===== config.mk =====
export PLATFORM = sky130hd
export DESIGN_NAME = hwl_loop_ctrl
export DESIGN_NICKNAME = d
export VERILOG_FILES = /design/src/rtl/hwl_pkg.sv /design/src/rtl/hwl_ctx.sv /design/src/rtl/hwl_match.sv /design/src/rtl/hwl_loop_ctrl.sv
export SDC_FILE = /design/constraint.sdc
export NUM_CORES = 1
export LEC_CHECK = 0
export ABC_AREA = 1
export CAP_MARGIN = 20
export CORE_ASPECT_RATIO = 0.75
export CORE_MARGIN = 5
export CORE_UTILIZATION = 57
export CTS_CLUSTER_SIZE = 24
export DETAILED_ROUTE_END_ITERATION = 6
export DONT_BUFFER_PORTS = 1
export PLACE_DENSITY = 0.82
export SLEW_MARGIN = 15
export SYNTH_ARGS = -nofsm -noshare
export SYNTH_HDL_FRONTEND = slang
export SYNTH_SLANG_ARGS = --single-unit

===== constraint.sdc =====
create_clock -name clk -period 1.9 [get_ports clk]
set_clock_uncertainty 0.1 [all_clocks]
set_input_delay 0.38 -clock clk [delete_from_list [all_inputs] [get_ports clk]]
set_output_delay 0.38 -clock clk [all_outputs]
set_load 0.02 [all_outputs]

===== src/rtl/hwl_pkg.sv =====
package hwl_pkg;

    // Distance from the repeat instruction to the first body instruction.
    localparam int unsigned SLOT_GAP = 2;

    typedef enum logic {
        LOOP_IDLE = 1'b0,
        LOOP_RUN  = 1'b1
    } loop_state_e;

    function automatic logic [31:0] body_start(input logic [31:0] rpt_addr);
        return rpt_addr + SLOT_GAP;
    endfunction

endpackage


===== src/rtl/hwl_ctx.sv =====
module hwl_ctx
    import hwl_pkg::*;
#(
    parameter int ADDR_W = 12,
    parameter int CNT_W  = 16
) (
    input  logic              clk,
    input  logic              rst,
    input  logic              load,
    input  logic [ADDR_W-1:0] load_pc,
    input  logic [CNT_W-1:0]  load_cnt,
    input  logic [ADDR_W-1:0] load_end,
    input  logic              pass_done,
    input  logic              last_pass,
    output loop_state_e       state,
    output logic [ADDR_W-1:0] start_addr,
    output logic [ADDR_W-1:0] end_addr,
    output logic [CNT_W-1:0]  remaining
);

    typedef struct packed {
        loop_state_e       st;
        logic [ADDR_W-1:0] start;
        logic [ADDR_W-1:0] fin;
        logic [CNT_W-1:0]  cnt;
    } ctx_t;

    ctx_t cur_q, nxt;
    logic [31:0] start_wide;

    always_comb begin
        start_wide = body_start(32'(load_pc));
        nxt = cur_q;
        if (load) begin
            nxt.st    = LOOP_RUN;
            nxt.start = start_wide[ADDR_W-1:0];
            nxt.fin   = load_end;
            nxt.cnt   = load_cnt;
        end else if (pass_done) begin
            if (last_pass) nxt.st  = LOOP_IDLE;
            else           nxt.cnt = cur_q.cnt - 1'b1;
        end
    end

    always_ff @(posedge clk) begin
        if (rst) begin
            cur_q <= '{st: LOOP_IDLE, start: '0, fin: '0, cnt: '0};
        end else begin
            cur_q <= nxt;
        end
    end

    assign state      = cur_q.st;
    assign start_addr = cur_q.start;
    assign end_addr   = cur_q.fin;
    assign remaining  = cur_q.cnt;

endmodule


===== src/rtl/hwl_match.sv =====
module hwl_match
    import hwl_pkg::*;
#(
    parameter int ADDR_W = 12,
    parameter int CNT_W  = 16
) (
    input  loop_state_e       state,
    input  logic              fire,
    input  logic              stall,
    input  logic [ADDR_W-1:0] fetch_pc,
    input  logic [ADDR_W-1:0] end_addr,
    input  logic [CNT_W-1:0]  remaining,
    output logic              pass_done,
    output logic              last_pass
);

    assign pass_done = (state == LOOP_RUN) && !stall && !fire && (fetch_pc == end_addr);
    assign last_pass = (remaining == '0);

endmodule


===== src/rtl/hwl_loop_ctrl.sv =====
module hwl_loop_ctrl
    import hwl_pkg::*;
#(
    parameter int ADDR_W = 12,
    parameter int CNT_W  = 16
) (
    input  logic              clk,
    input  logic              rst,
    input  logic              rpt_fire,
    input  logic [ADDR_W-1:0] rpt_pc,
    input  logic [CNT_W-1:0]  rpt_count,
    input  logic [ADDR_W-1:0] rpt_end,
    input  logic [ADDR_W-1:0] fetch_pc,
    input  logic              stall,
    output logic [ADDR_W-1:0] redirect_pc,
    output logic              redirect_valid,
    output logic              loop_active
);

    loop_state_e       ctx_state;
    logic [ADDR_W-1:0] ctx_start;
    logic [ADDR_W-1:0] ctx_end;
    logic [CNT_W-1:0]  ctx_cnt;
    logic              pass_done;
    logic              last_pass;

    hwl_ctx #(.ADDR_W(ADDR_W), .CNT_W(CNT_W)) u_ctx (
        .clk        (clk),
        .rst        (rst),
        .load       (rpt_fire),
        .load_pc    (rpt_pc),
        .load_cnt   (rpt_count),
        .load_end   (rpt_end),
        .pass_done  (pass_done),
        .last_pass  (last_pass),
        .state      (ctx_state),
        .start_addr (ctx_start),
        .end_addr   (ctx_end),
        .remaining  (ctx_cnt)
    );

    hwl_match #(.ADDR_W(ADDR_W), .CNT_W(CNT_W)) u_match (
        .state     (ctx_state),
        .fire      (rpt_fire),
        .stall     (stall),
        .fetch_pc  (fetch_pc),
        .end_addr  (ctx_end),
        .remaining (ctx_cnt),
        .pass_done (pass_done),
        .last_pass (last_pass)
    );

    assign redirect_valid = pass_done && !last_pass;
    assign redirect_pc    = ctx_start;
    assign loop_active    = (ctx_state == LOOP_RUN);

endmodule


==> impl_metrics.tcl <==
set metrics [dict create \
    status "finished, final reports clean" \
    required_ps 1420 \
    period_needed_ps 1888 \
    startpoint "u_ctx.remaining[4]$_SDFFE_PP0P_" \
    final_area_mm2 0.002716 \
    fin_ws_ps 12.00 \
    synth_compound_gate_area_share_pct 14.12 \
    hp-start "rst" \
    synth-seq-cells 41 \
    setup_violations 0 \
    post-route-util_pct 66.19 \
    rsz0062_at_grt "yes" \
    synthesis.nets 448 \
    use_met1_pct 29.27 \
    cts-htree-levels 2 \
    n_antenna_cell 0 \
    vias_per_cell 5.236 \
    routedWlPerCell_um 13.28 \
    worst_hold_slack_ps 55.10 \
    clk_pin_slew_ps 80 \
    grt_use_total_pct 21.71 \
    clk_path_buf_depth 2 \
    layout_commonest_cell "nand2_1" \
    arrival_ps 1410 \
    worstPathCellList "nor2_1, nand3_4, nor2_4, nand2_2, nand3_4, inv_4" \
    fmaxAchievable_ghz 0.5297 \
    grt_pass1_wl_um 10090 \
    total_power_mw 2.112 \
    holdBufCountCts 0 \
    synthToLayoutAreaGrowth_pct 11.11 \
    yosysTopAreaCell "dfxtp_1" \
    final_cell_mix "83 x nand2_1, 70 x nor2_1, 44 x inv_1" \
    vdd_drop_max_v 0.0003734 \
    relSlewSlack_pct 62.31 \
    drt_iter0_drc 174 \
    endpoint_kind "output port" \
    synth_area_leaders "dfxtp_1 34%, nand2_1 13%, nor2_1 11%" \
    slew_violations 0 \
    grtUsageMet2_pct 33.43 \
    crit_type "reg2out" \
    num_vias 2372 \
    critPathMaxStageDelay_ps 350 \
    synthesis.area_mm2 0.002445 \
    syn-instance-count 390 \
    start_util_pct 59.57 \
    ctsRootBufferMaster "clkbuf_8" \
    worstReg2RegStart "u_ctx.remaining[4]$_SDFFE_PP0P_" \
    synth_cell_types 26 \
    num_io_pins 70 \
    clkSinkCount 41 \
    fin_crit_sh_pct 99.37 \
    place_ws_ps 25.83 \
    synth_top_area_share_pct 33.57 \
    antenna_found_initial 0 \
    wl_um 6018 \
    rows 20 \
    layout-drive-gt1-share_pct 12.81 \
    nets 455 \
    clock_latency_ps 290 \
    final-hold-violation-count 0 \
    ys_warn_count 0 \
    grt_pass1_vias 2240 \
    numCtsBuffers 5 \
    cp_common_cell "nand3_4" \
    grt.busiest_layer "met2" \
    drv_cap 0 \
    yosys.area_share.simple_pct 37.21 \
    dpl_cell_area_mm2 0.002470 \
    crit_slowest_cell "dfxtp_1" \
    grt_max_degree 57 \
    avgSynthCellArea_um2 6.269 \
    post-route-drc-count 0 \
    gp_congestion 0.9099 \
    worstMarginPinSlew_ps 565.4 \
    grt.met3_usage_pct 6.551 \
    ant_nets 0 \
    grt.overflow.total 0 \
    synthAdderAreaFrac_pct 1.024 \
    cts_tree "done" \
    die_area_mm2 0.005712 \
    synthXorXnorAreaFrac_pct 2.866 \
    path_buf_inv 1 \
    crit_fanout 4 \
    port_buffers 0 \
    synth_mux_area_share_pct 0 \
    die_y_um 66.72 \
    dr.pass1.iters 5 \
    critPathLaunchType "flop" \
    synth_top_family_by_area "simple AND/OR/NAND/NOR gates" \
    die_w_um 85.63 \
    core_mm2 0.004104 \
    p_leak_nw 1.287 \
    power_density_mw_per_mm2 777.6 \
    dp_hpwl_um 4157 \
    min_path_type "in2reg" \
    critical-path-top-delay-family "simple AND/OR/NAND/NOR gates" \
    ys_seq_area_share_pct 33.57 \
]
[cell type report]
cell class / instances / area (um^2)
fill: 367 / 1388
sequential: 41 / 823.3
tap: 55 / 68.82
clock inverter: 1 / 30.03
timing repair buffer: 16 / 123.9
multi-input combinational: 284 / 1396
inverter: 49 / 187.7
clock buffer: 7 / 86.33
[synthesized netlist by cell type (all sizes together)]
master	n
a21oi	26
buf	5
clkbuf	11
clkinv	1
dfxtp	41
ha	2
inv	48
nand2	85
nand3	28
nand3b	5
nand4	1
nor2	81
nor3	2
o211ai	2
o21ai	40
or2	4
xnor2	2
xor2	6
[power breakdown]
group	total [mW]	internal, mW	switching, mW
registers	0.995	0.922	0.0733
clock network	0.721	0.428	0.293
logic	0.396	0.164	0.232
[final timing paths]
path	end	slack, ps	cells after the start
max	redirect_valid	10	6
min	u_ctx.remaining[15]$_SDFFE_PP0P_	60	1
min reg2reg	u_ctx.end_addr[6]$_SDFFE_PP0P_	370	2
max reg2reg	u_ctx.remaining[14]$_SDFFE_PP0P_	80	9
[per-layer routing]
layer	vias to the layer above	part of all wire [%]
li1	1234	-
met1	1047	45
met2	83	45
met3	8	8.9
met4	0	1.1
met5	-	0
[logic make-up (layout without fill, tap and decap cells)]
| kind of cell | count (synthesis) | after routing |
|---|---|---|
| buffers and inverters | 65 | 73 |
| xor gates and xnor gates | 8 | 8 |
| and+or+nand+nor | 206 | 206 |
| AOI/OAI and AO/OA | 68 | 68 |
| DFF | 41 | 41 |
| adders and majority gates | 2 | 2 |
[worst reg2reg max path, cell delays in order, from the launching register on]
cell and delay [ps]:
dfxtp_1 350, nor2_1 310, nand3_4 130, nor2_4 110, nand2_2 80, nand3_4 100
buf_4 180, buf_6 160, nand3_1 80, a21oi_1 160
[registers in the layout, indices dropped and copies added, names as in the netlist]
register,cells
u_ctx.start_addr,12
u_ctx.end_addr,12
u_ctx.remaining,16
u_ctx.state,1
[stage by stage]
step,std cells,setup TNS (ps)
2_1_floorplan,390,0
3_3_place_gp,435,0
3_5_place_dp,435,0
4_1_cts,451,-10.43
5_1_grt,453,-228.4
6_report,453,0
[what timing repair did]
action                                  CTS  global route
gates cloned                              0             0
pin swaps                                 3             4
endpoints found under the setup margin    2            17
gates resized for setup                  11             5
setup buffers                             8             2
Power figures use the tool's default switching activity.
